==> src/rtl/tev_pkg.sv <==
package tev_pkg;
  typedef enum logic [1:0] {
    MRK_BOTH   = 2'b00,
    MRK_LOCAL  = 2'b01,
    MRK_GLOBAL = 2'b10,
    MRK_NONE   = 2'b11
  } mark_mode_e;

  typedef enum logic [1:0] {
    TRG_MIXED  = 2'b00,
    TRG_LOCAL  = 2'b01,
    TRG_FWD_A  = 2'b10,
    TRG_FWD_B  = 2'b11
  } trig_mode_e;

  localparam int LANE_LT = 0;
  localparam int LANE_GT = 1;
  localparam int LANE_LM = 2;
  localparam int LANE_GM = 3;
  localparam int NUM_LANES = 4;
endpackage

==> src/rtl/tev_route.sv <==
module tev_route
  import tev_pkg::*;
(
  input  logic [1:0]           trig_mode,
  input  logic [1:0]           mark_mode,
  input  logic                 loc_trig,
  input  logic                 glb_trig,
  input  logic                 loc_mark,
  input  logic                 glb_mark,
  input  logic                 tracing,
  output logic                 ctl_hit,
  output logic                 fwd_trig_d,
  output logic                 fwd_mark_d,
  output logic [NUM_LANES-1:0] ins_d
);
  trig_mode_e tm;
  mark_mode_e mm;
  logic lt_insert_ok;
  logic lm_insert_ok;
  logic gm_insert_ok;

  assign tm = trig_mode_e'(trig_mode);
  assign mm = mark_mode_e'(mark_mode);

  always_comb begin
    ctl_hit      = 1'b0;
    fwd_trig_d   = 1'b0;
    lt_insert_ok = 1'b0;
    unique case (tm)
      TRG_MIXED: begin
        ctl_hit      = loc_trig | glb_trig;
        lt_insert_ok = 1'b1;
      end
      TRG_LOCAL: begin
        ctl_hit      = loc_trig;
        lt_insert_ok = 1'b1;
      end
      TRG_FWD_A, TRG_FWD_B: begin
        ctl_hit    = glb_trig;
        fwd_trig_d = loc_trig;
      end
      default: ;
    endcase
  end

  always_comb begin
    fwd_mark_d   = 1'b0;
    lm_insert_ok = 1'b0;
    gm_insert_ok = 1'b0;
    unique case (mm)
      MRK_BOTH:   begin lm_insert_ok = 1'b1; gm_insert_ok = 1'b1; end
      MRK_LOCAL:  lm_insert_ok = 1'b1;
      MRK_GLOBAL: begin fwd_mark_d = loc_mark; gm_insert_ok = 1'b1; end
      MRK_NONE:   fwd_mark_d = loc_mark;
      default: ;
    endcase
  end

  always_comb begin
    ins_d          = '0;
    ins_d[LANE_LT] = tracing & loc_trig & lt_insert_ok;
    ins_d[LANE_GT] = tracing & glb_trig;
    ins_d[LANE_LM] = tracing & loc_mark & lm_insert_ok;
    ins_d[LANE_GM] = tracing & glb_mark & gm_insert_ok;
  end
endmodule

==> src/rtl/tev_stop_collect.sv <==
module tev_stop_collect #(
  parameter int N_DBG = 2
) (
  input  logic             clk,
  input  logic             rst_n,
  input  logic [N_DBG-1:0] dbg_trig,
  input  logic [N_DBG-1:0] dbg_stop_en,
  input  logic             run_in,
  input  logic             run_stop_en,
  input  logic             chkstop,
  input  logic             chk_stop_off,
  output logic             stop_hit
);
  logic             run_q;
  logic             run_fall;
  logic [N_DBG-1:0] dbg_hit;

  always_ff @(posedge clk or negedge rst_n) begin
    if (!rst_n) run_q <= 1'b0;
    else        run_q <= run_in;
  end

  assign run_fall = run_q & ~run_in;

  for (genvar i = 0; i < N_DBG; i++) begin : g_dbg
    assign dbg_hit[i] = dbg_trig[i] & dbg_stop_en[i];
  end

  assign stop_hit = (|dbg_hit) | (run_fall & run_stop_en) | (chkstop & ~chk_stop_off);
endmodule

==> src/rtl/tev_run_fsm.sv <==
module tev_run_fsm (
  input  logic clk,
  input  logic rst_n,
  input  logic ctl_hit,
  input  logic stop_hit,
  output logic trace_on,
  output logic start_pulse,
  output logic stop_pulse
);
  logic trace_d;
  logic start_d;
  logic stop_d;

  always_comb begin
    start_d = 1'b0;
    stop_d  = 1'b0;
    trace_d = trace_on;
    if (trace_on) begin
      if (stop_hit || ctl_hit) begin
        trace_d = 1'b0;
        stop_d  = 1'b1;
      end
    end else if (ctl_hit && !stop_hit) begin
      trace_d = 1'b1;
      start_d = 1'b1;
    end
  end

  always_ff @(posedge clk or negedge rst_n) begin
    if (!rst_n) begin
      trace_on    <= 1'b0;
      start_pulse <= 1'b0;
      stop_pulse  <= 1'b0;
    end else begin
      trace_on    <= trace_d;
      start_pulse <= start_d;
      stop_pulse  <= stop_d;
    end
  end

  // start and stop never coincide
  a_r7_pulse_exclusive: assert property (@(posedge clk) disable iff (!rst_n)
    !(start_pulse && stop_pulse));
  // a rise of the run state is always announced
  a_r7_rise_has_start: assert property (@(posedge clk) disable iff (!rst_n)
    $rose(trace_on) |-> start_pulse);
  // a stop source leaves tracing off next cycle
  a_r8_stop_wins: assert property (@(posedge clk) disable iff (!rst_n)
    stop_hit |=> !trace_on);
endmodule

==> src/rtl/trace_event_router.sv <==
module trace_event_router
  import tev_pkg::*;
#(
  parameter int N_DBG = 2
) (
  input  logic                 clk,
  input  logic                 rst_n,
  input  logic [1:0]           trig_mode,
  input  logic [1:0]           mark_mode,
  input  logic                 loc_trig,
  input  logic                 glb_trig,
  input  logic                 loc_mark,
  input  logic                 glb_mark,
  input  logic [N_DBG-1:0]     dbg_trig,
  input  logic [N_DBG-1:0]     dbg_stop_en,
  input  logic                 run_in,
  input  logic                 run_stop_en,
  input  logic                 chkstop,
  input  logic                 chk_stop_off,
  output logic                 fwd_trig,
  output logic                 fwd_mark,
  output logic [NUM_LANES-1:0] ins_pulse,
  output logic                 trace_on,
  output logic                 start_pulse,
  output logic                 stop_pulse
);
  logic                 ctl_hit;
  logic                 stop_hit;
  logic                 fwd_trig_d;
  logic                 fwd_mark_d;
  logic [NUM_LANES-1:0] ins_d;

  tev_route u_route (
    .trig_mode  (trig_mode),
    .mark_mode  (mark_mode),
    .loc_trig   (loc_trig),
    .glb_trig   (glb_trig),
    .loc_mark   (loc_mark),
    .glb_mark   (glb_mark),
    .tracing    (trace_on),
    .ctl_hit    (ctl_hit),
    .fwd_trig_d (fwd_trig_d),
    .fwd_mark_d (fwd_mark_d),
    .ins_d      (ins_d)
  );

  tev_stop_collect #(.N_DBG(N_DBG)) u_stop (
    .clk          (clk),
    .rst_n        (rst_n),
    .dbg_trig     (dbg_trig),
    .dbg_stop_en  (dbg_stop_en),
    .run_in       (run_in),
    .run_stop_en  (run_stop_en),
    .chkstop      (chkstop),
    .chk_stop_off (chk_stop_off),
    .stop_hit     (stop_hit)
  );

  tev_run_fsm u_fsm (
    .clk         (clk),
    .rst_n       (rst_n),
    .ctl_hit     (ctl_hit),
    .stop_hit    (stop_hit),
    .trace_on    (trace_on),
    .start_pulse (start_pulse),
    .stop_pulse  (stop_pulse)
  );

  always_ff @(posedge clk or negedge rst_n) begin
    if (!rst_n) begin
      fwd_trig  <= 1'b0;
      fwd_mark  <= 1'b0;
      ins_pulse <= '0;
    end else begin
      fwd_trig  <= fwd_trig_d;
      fwd_mark  <= fwd_mark_d;
      ins_pulse <= ins_d;
    end
  end

  // trigger forwarding only after a local trigger in a forwarding mode
  a_r4_fwd_trig_mode: assert property (@(posedge clk) disable iff (!rst_n)
    fwd_trig |-> $past(trig_mode[1] && loc_trig));
  // marker forwarding only after a local marker in a forwarding mode
  a_r6_fwd_mark_mode: assert property (@(posedge clk) disable iff (!rst_n)
    fwd_mark |-> $past(mark_mode[1] && loc_mark));
  // nothing is inserted unless tracing was on
  a_r2_insert_needs_trace: assert property (@(posedge clk) disable iff (!rst_n)
    (|ins_pulse) |-> $past(trace_on));
  // an enabled debug trigger leaves tracing off
  a_r9_dbg_stop: assert property (@(posedge clk) disable iff (!rst_n)
    (|(dbg_trig & dbg_stop_en)) |=> !trace_on);
  // enabled checkstop leaves tracing off
  a_r11_chk_stop: assert property (@(posedge clk) disable iff (!rst_n)
    (chkstop && !chk_stop_off) |=> !trace_on);
endmodule

==> config.mk <==
export PLATFORM = sky130hd
export DESIGN_NAME = trace_event_router
export DESIGN_NICKNAME = d
export VERILOG_FILES = /design/src/rtl/tev_pkg.sv /design/src/rtl/tev_route.sv /design/src/rtl/tev_stop_collect.sv /design/src/rtl/tev_run_fsm.sv /design/src/rtl/trace_event_router.sv
export SDC_FILE = /design/constraint.sdc
export NUM_CORES = 1
export LEC_CHECK = 0
export ABC_AREA = 1
export BUFFER_PORTS_ARGS = -buffer_cell sky130_fd_sc_hd__buf_2
export CORE_AREA = 3 3 40 42
export CTS_BUF_LIST = sky130_fd_sc_hd__clkbuf_4
export DETAILED_ROUTE_END_ITERATION = 7
export DIE_AREA = 0 0 43 45
export PLACE_DENSITY = 0.63
export SLEW_MARGIN = 20
export SYNTH_ARGS = -nofsm -noshare
export SYNTH_HDL_FRONTEND = slang
export SYNTH_SLANG_ARGS = --single-unit
==> constraint.sdc <==
create_clock -name clk -period 0.9 [get_ports clk]
set_clock_uncertainty 0.15 [all_clocks]
set_input_delay 0.135 -clock clk [delete_from_list [all_inputs] [get_ports clk]]
set_output_delay 0.135 -clock clk [all_outputs]
set_load 0.05 [all_outputs]
==> flow_summary.rst, run 1 <==
.. list-table::
   :header-rows: 1

   * - Metric
     - Value
   * - Share of the yosys chip area belonging to registers
     - approximately two thirds
   * - Kind of start point of the critical path
     - register
   * - Maximum buffer depth of the clock tree
     - 2
   * - Peak-usage layer in the global routing report
     - met2
   * - Ports placed on the boundary
     - 27
   * - Failing checks
     - hold timing, setup timing
   * - Time the final worst path needs with I/O delays and setup
     - around 1.1 ns
   * - Number of instances in the synthesized netlist
     - between 40 and 50
   * - Portion of total power attributed to sequential cells
     - between 40% and 50%
   * - Type of the setup path with the least slack
     - reg2out
   * - Critical path peak fanout
     - 2
   * - Required time worst endpoint
     - about 0.61 ns
   * - Routability Congestion
     - ~0.69
   * - Largest delay contributor family on the critical path
     - flip-flops
   * - Drt total wl
     - 931 um
   * - Fraction of layout cells with a size suffix above 1
     - a little under half
   * - Main synth FF type
     - sky130_fd_sc_hd__dfrtp_1
   * - EDFF count, synth
     - 0
   * - Unrepaired setup endpoints after global routing
     - yes
   * - Combinational fraction of design power
     - between 20% and 30%
   * - Number of search-and-repair iterations in the first detailed-routing pass
     - 1
   * - Detail Placement HPWL
     - 720 um
   * - Hold buffer count at CTS
     - 7
   * - Antenna cells
     - 0
   * - Global-route track usage on met1
     - between 10% and 20%
   * - Remaining number of nets flagged by the antenna check after routing
     - 0
   * - Share of total power consumed by net switching
     - roughly 30%
   * - CTS clk-pin slew, worst paths
     - 0.06 ns
   * - Status
     - finished, violations left
   * - CTS Root Buffer Type
     - sky130_fd_sc_hd__clkbuf_4
   * - Endpoint kind of the worst setup timing path
     - primary output
   * - Total via count in the routed design
     - 380
   * - Fillcell total
     - 118
   * - Area contributors post-synth
     - sky130_fd_sc_hd__dfrtp_1 (65%), sky130_fd_sc_hd__nand2_1 (12%), sky130_fd_sc_hd__inv_1 (7.8%)
   * - Die ar.
     - 1940 um2
   * - Post-synthesis share of cell area spent on and, or, nand and nor gates
     - a little under a quarter
   * - Worst hold slack
     - -0.0536 ns
   * - Port bufs
     - 26
   * - Via density
     - 4.04
   * - Post-synth design cell area
     - 387 um2
   * - First-iteration detailed-routing DRC count
     - 0
   * - Async set or reset register ratio after synthesis
     - between 90% and 100%
   * - Overall track demand over capacity in global routing
     - between 10% and 20%
   * - Adder-cell share of the synthesized area
     - 0%
   * - Max Cap Violations
     - 0
   * - Average cell area after synthesis
     - ~9.2 um2
   * - Wire length of the first global-routing pass
     - 1530 um
   * - Aggregate global routing overflow
     - 0
   * - Sequential cell area
     - between 200 and 300 um2
   * - Largest net degree at the start of global routing
     - 11
   * - Count of H-tree levels built during CTS
     - 1
   * - Cells along the critical path
     - buf_6
   * - Insertion delay to the later sink of the worst-skew pair
     - between 0.2 and 0.3 ns
   * - Leading area contributor after synthesis
     - sky130_fd_sc_hd__dfrtp_1
   * - Number of buffers created by CTS
     - 3
   * - Part of the cycle the worst path needs
     - 122%
   * - Maximum achievable frequency
     - between 0.9 and 1 GHz
   * - Floorplan die width
     - 43 um
   * - CTS tree
     - yes
   * - Grt met2 use
     - a little over a fifth
   * - Synth cell count leaders
     - sky130_fd_sc_hd__nand2_1 (12), sky130_fd_sc_hd__dfrtp_1 (10), sky130_fd_sc_hd__inv_1 (8)
   * - Longest individual stage delay on the worst path
     - slightly above 0.4 ns
   * - Multiplexer share of the synthesized area
     - 0%
   * - Cell Int Power
     - 0.766 mW
   * - Met3 routing resource usage after global routing
     - under 10%
   * - Antenna violations before repair
     - 0
   * - Pwr Density
     - about 1500 nW/um2
   * - Multi-input combinational cell area
     - approximately 120 um2
   * - Final cell utilization of the core
     - a little under three fifths
   * - Setup total negative slack
     - -1.96 ns
   * - Static Leak
     - 0.404 nW
   * - Synth Area in Compound Gates
     - between 3 and 4%
   * - Layout overhead on the synthesized area
     - 83.8%
   * - Row count
     - 13
   * - Share of total power in the clock network
     - 26.8%
   * - Flip-flop and latch count after synthesis
     - 10
   * - Initial Utilization
     - between 30% and 40%
   * - Critical path arrival
     - between 0.8 and 0.9 ns
   * - Slowest cell on the critical path
     - sky130_fd_sc_hd__dfrtp_2
   * - Number of distinct library cells after synthesis
     - 9
   * - Wire length per cell
     - slightly below 10 um
   * - Vias in the first global route
     - 380
   * - Core Area
     - 1280 um2
   * - Buffer and inverter count on the worst path
     - 1
   * - Switch Pwr
     - roughly 0.33 mW
   * - Worst slew margin relative to its limit
     - a little over four fifths
   * - Slew Limit Fails
     - 0
   * - Min-delay worst type
     - in2reg
   * - TritonCTS sink count
     - 10
   * - Net count after synthesis
     - 60
   * - Nets@finish
     - between 90 and 100
   * - Setup violations, final
     - 16
   * - Final Worst Setup Slack
     - -0.198 ns
   * - Number of warnings printed during yosys synthesis
     - 0
   * - Worst VDD drop
     - 0.978 mV
   * - Slew @ Worst Pin
     - 0.236 ns
   * - Residual DRC
     - 0
   * - Area share of the leading cell type in the synthesized netlist
     - 64.7%
   * - Vertical die dimension
     - between 40 and 50 um
   * - XOR/XNOR share of the synthesized area
     - 0%
   * - Main combinational cell family by area after synthesis
     - simple AND/OR/NAND/NOR gates
   * - Library cell with the highest instance count after synthesis
     - sky130_fd_sc_hd__nand2_1
   * - Hold Vio Cnt, Final
     - 2
[placed cells by master (no fill, tap or decap), types with 2 or more instances in the layout]
cell type	netlist	final
sky130_fd_sc_hd__buf_2	0	15
sky130_fd_sc_hd__nand2_1	12	12
sky130_fd_sc_hd__dfrtp_1	10	9
sky130_fd_sc_hd__buf_6	0	9
sky130_fd_sc_hd__inv_1	8	7
sky130_fd_sc_hd__dlygate4sd3_1	0	6
sky130_fd_sc_hd__nor2_1	4	3
sky130_fd_sc_hd__clkbuf_4	0	3
sky130_fd_sc_hd__buf_4	0	3
sky130_fd_sc_hd__nand3_1	3	2
[cell families (layout without fill, tap and decap cells)]
| kind of cell | Yosys count | after routing |
|---|---|---|
| flops | 10 | 10 |
| compound gates | 3 | 3 |
| simple gates | 21 | 21 |
| buf+inv | 8 | 45 |
[worst paths after layout]
check | startpoint | to | slack [ns] | cells after the start
worst min-delay path | loc_trig | fwd_trig | -0.05 | 3
min in group asynchronous | rst_n | fwd_mark | 0.11 | 2
max in group asynchronous | rst_n | u_fsm.trace_on | 0.30 | 2
worst max-delay path | u_fsm.trace_on | trace_on | -0.20 | 1
worst min register to register | u_fsm.trace_on | ins_pulse[1] | 0.49 | 3
worst max register to register | u_fsm.trace_on | ins_pulse[2] | -0.15 | 4
[metrics by stage]
stage	worst slack, ns	std cells	hold WS, ns	area (um2)	total power, mW
6_report	-0.198	94	-0.0536	711	1.09
5_1_grt	-0.232	94	-0.0350	711	1.15
4_1_cts	-0.207	97	-0.0396	726	1.11
3_5_place_dp	-0.0844	85	-0.151	557	0.738
3_3_place_gp	-0.0501	85	-0.149	557	0.734
2_1_floorplan	-0.0866	42	-0.311	393	0.642
[sequential cells by signal (all words and copies together), names as in the netlist]
| register | cells |
|---|---|
| fwd_mark | 1 |
| fwd_trig | 1 |
| ins_pulse | 4 |
| u_fsm.start_pulse | 1 |
| u_fsm.stop_pulse | 1 |
| u_fsm.trace_on | 1 |
| u_stop.run_q | 1 |
[timing repair]
item | 4_1_cts | 5_1_grt
hold endpoints to repair | 16 | 2
setup buffers | 1 | 0
pin swaps | 0 | 1
endpoints found under the setup margin | 14 | 18
resized for setup | 21 | 1
[power groups by stage]
stage / Combinational (mW) / Clock, mW / Sequential, mW
finish: 0.308 / 0.293 / 0.492
global route: 0.332 / 0.328 / 0.495
CTS: 0.313 / 0.305 / 0.492
floorplan: 0.0496 / 0 / 0.592
global placement: 0.236 / 0 / 0.498
detailed placement: 0.239 / 0 / 0.499
[layer usage]
metal	wire (um)	up-vias
met5	0	-
met4	24	0
met3	58	2
met2	513	12
met1	335	165
li1	-	201
[worst min-delay path: stages]
cell and delay (ns):
sky130_fd_sc_hd__buf_2 0.08, sky130_fd_sc_hd__nand2_1 0.05, sky130_fd_sc_hd__inv_1 0.05
[layout make-up]
| cell class | instances | share of cell area (%) |
|---|---|---|
| clock buffers | 3 | 3.17 |
| clock inverters | 1 | 0.528 |
| inverters | 8 | 4.58 |
| multi-input cells | 24 | 17.3 |
| flip-flops and latches | 10 | 35.4 |
| well taps | 15 | 2.64 |
| repair buffers | 33 | 36.4 |
Note: power is estimated with default switching activity, not from simulation.
==> run 2: changes to the inputs <==
- CTS_CLUSTER_DIAMETER: not set -> 60
- HOLD_SLACK_MARGIN: not set -> 0.05
==> run 2 against run 1 <==
The flow still finishes with violations (hold timing, setup timing). Utilization did not move. Setup slack did not move. Combinational power barely moved. Sequential power barely moved. Highest routed layer unchanged. Non-clock buffer count did not move. Critical path depth did not move. Clock power barely moved. Count of clock-buffer cells in the layout did not move. Die area did not move. Power did not move. Largest cell class unchanged.
==> flow_summary.rst, run 2 (synthesis results as in run 1) <==
.. list-table::
   :header-rows: 1

   * - Metric
     - Value
   * - CTS tree
     - yes
   * - Commonest non-fill, non-tap cells in the layout
     - sky130_fd_sc_hd__buf_2 (15), sky130_fd_sc_hd__nand2_1 (12), sky130_fd_sc_hd__dfrtp_1 (9), sky130_fd_sc_hd__buf_6 (9), sky130_fd_sc_hd__inv_1 (7)
   * - Type of the setup path with the least slack
     - reg2out
   * - Amount of wire on met3 after detailed routing
     - 58 um
   * - Maximum buffer depth of the clock tree
     - 2
   * - Part of the cycle the worst path needs
     - 122%
   * - Nets@finish
     - about 100
   * - Core Area
     - around 1300 um2
   * - Final Worst Setup Slack
     - -0.198 ns
   * - Max Cap Violations
     - 0
   * - Slew @ Worst Pin
     - between 0.2 and 0.25 ns
   * - Critical path arrival
     - about 0.81 ns
   * - Maximum achievable frequency
     - approximately 0.91 GHz
   * - Sequential cell area
     - between 200 and 300 um2
   * - Fraction of layout cells with a size suffix above 1
     - 46.8%
   * - Worst hold slack
     - -0.0536 ns
   * - Required time worst endpoint
     - about 0.61 ns
   * - Cell Int Power
     - 0.766 mW
   * - Row count
     - 13
   * - Remaining number of nets flagged by the antenna check after routing
     - 0
   * - Hold Vio Cnt, Final
     - 2
   * - Wire length per cell
     - between 9 and 10 um
   * - Number of buffers created by CTS
     - 3
   * - Top sig layer
     - met4
   * - Max FFs per register
     - 4
   * - Portion of total power attributed to sequential cells
     - between 40 and 50%
   * - CTS Root Buffer Type
     - sky130_fd_sc_hd__clkbuf_4
   * - Share of total power consumed by net switching
     - ~30%
   * - Drt total wl
     - about 930 um
   * - Endpoint kind of the worst setup timing path
     - primary output
   * - Routed wire length on met2
     - around 510 um
   * - Buffer and inverter count on the worst path
     - 1
   * - Final cell utilization of the core
     - approximately 55%
   * - Unrepaired setup endpoints after global routing
     - yes
   * - Total via count in the routed design
     - 380
   * - Static Leak
     - 0.404 nW
   * - Layout overhead on the synthesized area
     - 83.8%
   * - Cells along the critical path
     - buf_6
   * - Via density
     - approximately 4
   * - Setup violations, final
     - 16
   * - Slowest cell on the critical path
     - sky130_fd_sc_hd__dfrtp_2
   * - First-iteration detailed-routing DRC count
     - 0
   * - Worst VDD drop
     - 0.978 mV
   * - Kind of start point of the critical path
     - register
   * - Port bufs
     - 26
   * - Multi-input combinational cell area
     - 123 um2
   * - Antenna violations before repair
     - 0
   * - TritonCTS sink count
     - 10
   * - Detail Placement HPWL
     - 720 um
   * - Insertion delay to the later sink of the worst-skew pair
     - between 0.2 and 0.3 ns
   * - Vertical die dimension
     - about 45 um
   * - Most common library cell in the layout ignoring fill and taps
     - sky130_fd_sc_hd__buf_2
   * - Critical path peak fanout
     - 2
   * - Largest delay contributor family on the critical path
     - flip-flops
   * - Time the final worst path needs with I/O delays and setup
     - about 1.1 ns
   * - CTS clk-pin slew, worst paths
     - 0.06 ns
   * - Number of search-and-repair iterations in the first detailed-routing pass
     - 1
   * - Aggregate global routing overflow
     - 0
   * - Longest individual stage delay on the worst path
     - 0.41 ns
   * - Routability Congestion
     - roughly 0.69
   * - Fillcell total
     - between 100 and 150
   * - Pwr Density
     - around 1500 nW/um2
   * - Ports placed on the boundary
     - 27
   * - Status
     - finished, violations left
   * - Final instance area
     - 711 um2
   * - Switch Pwr
     - between 0.3 and 0.4 mW
   * - Worst slew margin relative to its limit
     - between 80% and 90%
   * - Placed inst area
     - roughly 560 um2
   * - Share of total power in the clock network
     - between 20% and 30%
   * - Vias in the first global route
     - 368
   * - Slew Limit Fails
     - 0
   * - Register name with the most flops
     - ins_pulse
   * - Worst hold stages
     - 3
   * - Total routed wire length on the met1 layer
     - around 340 um
   * - Combinational fraction of design power
     - 28.2%
   * - Die ar.
     - slightly below 2000 um2
   * - Failing checks
     - hold timing, setup timing
   * - Floorplan die width
     - 43 um
   * - Worst slack after detailed placement
     - -0.0844 ns
   * - Largest net degree at the start of global routing
     - 11
   * - Wire length of the first global-routing pass
     - between 1000 and 1500 um
   * - Critical Path Stages
     - 1
   * - Overall track demand over capacity in global routing
     - a little over a tenth
   * - Residual DRC
     - 0
   * - Final Non-Filler Cells
     - 94
   * - Cell depth of the worst flop-to-flop path
     - 4
   * - Count of H-tree levels built during CTS
     - 1
   * - DP Cell Count
     - 85
   * - Antenna cells
     - 0
   * - Initial Utilization
     - between 30% and 40%
   * - Hold buffer count at CTS
     - 6
   * - Min-delay worst type
     - in2reg
-- run 2: cell counts in the layout (fill, tap and decap cells not counted) --
Identical to the previous run, type by type.
-- run 2: what timing repair did --
action	in CTS	in global routing
gates cloned	0	0
hold endpoints to repair	17	3
setup endpoints to repair	14	17
gates resized for setup	21	1
setup buffers	1	0
pin swaps	0	1
-- run 2: area by class of cell --
class / count / area share, %
clock inverter: 1 / 0.528
multi-input combinational: 24 / 17.3
timing repair buffer: 33 / 36.4
inverter: 8 / 4.58
tap: 15 / 2.64
clock buffer: 3 / 3.17
sequential: 10 / 35.4
-- run 2: final timing paths --
kind,startpoint,end,slack [ns]
setup / recovery,u_fsm.trace_on,trace_on,-0.20
hold / removal,loc_trig,fwd_trig,-0.05
setup reg to reg,u_fsm.trace_on,ins_pulse[2],-0.15
hold reg to reg,u_fsm.trace_on,ins_pulse[1],0.49
max in group asynchronous,rst_n,u_fsm.trace_on,0.30
min in group asynchronous,rst_n,fwd_mark,0.11
-- run 2: stage by stage --
step / total power, mW / TNS (ns) / hold slack (ns)
floorplan: 0.642 / -0.292 / -0.311
CTS: 1.11 / -2.07 / -0.0597
detailed placement: 0.738 / -0.262 / -0.151
global route: 1.15 / -2.51 / -0.0535
global placement: 0.734 / -0.171 / -0.149
finish: 1.09 / -1.96 / -0.0536
-- run 2: per-layer routing --
metal | vias up | GRT usage, %
met5 | - | 0
met4 | 0 | 5.42
met3 | 2 | 3.59
met2 | 12 | 19.8
met1 | 165 | 11.4
li1 | 201 | -
-- run 2: power groups by stage --
stage          Clock [mW]  Combinational [mW]  Sequential, mW
3_5_place_dp            0               0.239           0.499
6_report            0.293               0.308           0.492
5_1_grt             0.328               0.331           0.495
2_1_floorplan           0              0.0496           0.592
4_1_cts             0.305               0.310           0.492
3_3_place_gp            0               0.236           0.498
==> run 3: changes to the inputs <==
--- a/constraint.sdc
+++ b/constraint.sdc
@@ -3,3 +3,3 @@
 set_input_delay 0.135 -clock clk [delete_from_list [all_inputs] [get_ports clk]]
 set_output_delay 0.135 -clock clk [all_outputs]
-set_load 0.05 [all_outputs]
+set_load 0.005 [all_outputs]
==> run 3 against run 2 <==
The flow still finishes with violations (hold timing, setup timing). Flip-flop and latch count stayed put. First-iteration DRC count grew 1. Utilization decreased by 3.3 points. Cell count grew 2.1%. Power fell by 10%.
==> flow_summary.rst, run 3 (synthesis results as in run 1) <==
.. list-table::
   :header-rows: 1

   * - Metric
     - Value
   * - Failing checks
     - hold timing, setup timing
   * - Setup total negative slack
     - -1.33 ns
   * - Multi-input combinational cell area
     - 123 um2
   * - Status
     - finished, violations left
   * - Maximum achievable frequency
     - between 0.9 and 1 GHz
   * - Most common library cell in the layout ignoring fill and taps
     - sky130_fd_sc_hd__buf_2
   * - Critical path peak fanout
     - 2
   * - Slew @ Worst Pin
     - around 0.24 ns
   * - Endpoint kind of the worst setup timing path
     - primary output
   * - Aggregate global routing overflow
     - 0
   * - Hold buffer count at CTS
     - 8
   * - Die ar.
     - slightly below 2000 um2
   * - First-iteration detailed-routing DRC count
     - 1
   * - Port bufs
     - 26
   * - Min-delay worst type
     - in2reg
   * - Cells along the critical path
     - buf_2
   * - Share of total power in the clock network
     - 31.4%
   * - CTS Root Buffer Type
     - sky130_fd_sc_hd__clkbuf_4
   * - Hold Vio Cnt, Final
     - 1
   * - Power Total
     - about 1 mW
   * - Via density
     - around 4.3
   * - Total via count in the routed design
     - roughly 410
   * - Max Cap Violations
     - 0
   * - Unrepaired setup endpoints after global routing
     - yes
   * - Largest delay contributor family on the critical path
     - flip-flops
   * - Count of H-tree levels built during CTS
     - 1
   * - Largest net degree at the start of global routing
     - 11
   * - Cell Int Power
     - about 0.73 mW
   * - Row count
     - 13
   * - Switch Pwr
     - 0.247 mW
   * - Nets@finish
     - 100
   * - Fillcell total
     - 118
   * - Max FFs per register
     - 4
   * - Placed inst area
     - ~540 um2
   * - Antenna cells
     - 0
   * - Vertical die dimension
     - roughly 45 um
   * - Part of the cycle the worst path needs
     - 118%
   * - Routability Congestion
     - ~0.68
   * - Insertion delay to the later sink of the worst-skew pair
     - between 0.2 and 0.3 ns
   * - Layout overhead on the synthesized area
     - 72.8%
   * - Wire length per cell
     - 10.1 um
   * - Sequential cell area
     - between 200 and 300 um2
   * - Ports placed on the boundary
     - 27
   * - Residual DRC
     - 0
   * - Type of the setup path with the least slack
     - reg2out
   * - Register name with the most flops
     - ins_pulse
   * - Fraction of layout cells with a size suffix above 1
     - a little under half
   * - Worst slack after detailed placement
     - -0.0497 ns
   * - Number of buffers created by CTS
     - 3
   * - Antenna violations before repair
     - 0
   * - Setup violations, final
     - 15
   * - Floorplan die width
     - between 40 and 50 um
   * - CTS tree
     - yes
   * - Wire length of the first global-routing pass
     - ~1700 um
   * - Drt total wl
     - 970 um
   * - Longest individual stage delay on the worst path
     - between 0.3 and 0.4 ns
   * - Commonest non-fill, non-tap cells in the layout
     - sky130_fd_sc_hd__buf_2 (26), sky130_fd_sc_hd__nand2_1 (12), sky130_fd_sc_hd__dfrtp_1 (10), sky130_fd_sc_hd__dlygate4sd3_1 (8), sky130_fd_sc_hd__inv_1 (6)
   * - Share of total power consumed by net switching
     - 25.2%
   * - Time the final worst path needs with I/O delays and setup
     - 1.06 ns
   * - Slowest cell on the critical path
     - sky130_fd_sc_hd__dfrtp_1
   * - Final Worst Setup Slack
     - -0.158 ns
   * - TritonCTS sink count
     - 10
   * - Combinational fraction of design power
     - about a fifth
   * - Vias in the first global route
     - between 400 and 500
   * - Remaining number of nets flagged by the antenna check after routing
     - 0
   * - Worst hold slack
     - -0.0604 ns
   * - Portion of total power attributed to sequential cells
     - between 40% and 50%
   * - Critical path arrival
     - roughly 0.77 ns
   * - Required time worst endpoint
     - between 0.6 and 0.7 ns
   * - Worst slew margin relative to its limit
     - about 84%
   * - Final instance area
     - 668 um2
   * - Slew Limit Fails
     - 0
   * - Static Leak
     - 0.400 nW
   * - Number of search-and-repair iterations in the first detailed-routing pass
     - 3
   * - Kind of start point of the critical path
     - register
   * - DP Cell Count
     - 83
   * - CTS clk-pin slew, worst paths
     - ~0.060 ns
   * - Final Non-Filler Cells
     - 96
   * - Initial Utilization
     - between 30% and 40%
   * - Detail Placement HPWL
     - between 600 and 700 um
   * - Overall track demand over capacity in global routing
     - 11.9%
   * - Worst VDD drop
     - around 0.53 mV
   * - Core Area
     - ~1300 um2
   * - Pwr Density
     - about 1500 nW/um2
   * - Buffer and inverter count on the worst path
     - 1
   * - Maximum buffer depth of the clock tree
     - 2
==> run 3: what timing repair did <==
action | CTS | global route
hold endpoints to repair | 17 | 1
pin swaps | 1 | 0
resized for setup | 3 | 2
endpoints found under the setup margin | 13 | 16
gates cloned | 0 | 0
setup buffers | 1 | 0
==> run 3: final timing paths <==
path / from / end / slack (ns) / cells after the start
max: u_fsm.trace_on / trace_on / -0.16 / 1
min: trig_mode[1] / ins_pulse[0] / -0.06 / 2
max reg2reg: u_fsm.trace_on / u_fsm.trace_on / -0.07 / 4
min reg2reg: u_fsm.trace_on / ins_pulse[1] / 0.50 / 3
max in group asynchronous: rst_n / u_fsm.stop_pulse / 0.31 / 2
min in group asynchronous: rst_n / ins_pulse[1] / 0.11 / 2
==> run 3: layer usage <==
| metal | routed length [um] | global-route usage (%) | vias to the layer above | share of wire (%) |
|---|---|---|---|---|
| met4 | 14 | 7.23 | 0 | 1.4 |
| met3 | 73 | 2.79 | 2 | 7.5 |
| met1 | 338 | 10.8 | 187 | 35 |
| met2 | 544 | 23.7 | 19 | 56 |
| met5 | 0 | 0 | - | 0 |
| li1 | - | - | 205 | - |
==> run 3: per-stage QoR <==
| step | hold WS, ns | utilization, % |
|---|---|---|
| after floorplan | -0.311 | - |
| after global placement | -0.147 | 42.3 |
| final | -0.0604 | 52.0 |
| after detailed placement | -0.147 | 42.3 |
| after CTS | -0.0659 | 51.6 |
| after global routing | -0.0536 | 52.0 |
==> run 3: final cells by class <==
type                            instances  share of cell area (%)
Tap cell                               15                    2.81
Clock inverter                          1                   0.562
Clock buffer                            3                    3.37
Timing Repair Buffer                   35                    32.6
Inverter                                8                    4.87
Sequential cell                        10                    37.5
Multi-Input combinational cell         24                    18.4
==> run 3: power groups by stage <==
stage | registers (mW) | clock network (mW) | logic (mW)
after floorplan | 0.501 | 0 | 0.0508
after global placement | 0.497 | 0 | 0.133
after detailed placement | 0.499 | 0 | 0.136
after CTS | 0.485 | 0.318 | 0.183
after global routing | 0.487 | 0.344 | 0.214
final | 0.485 | 0.308 | 0.188
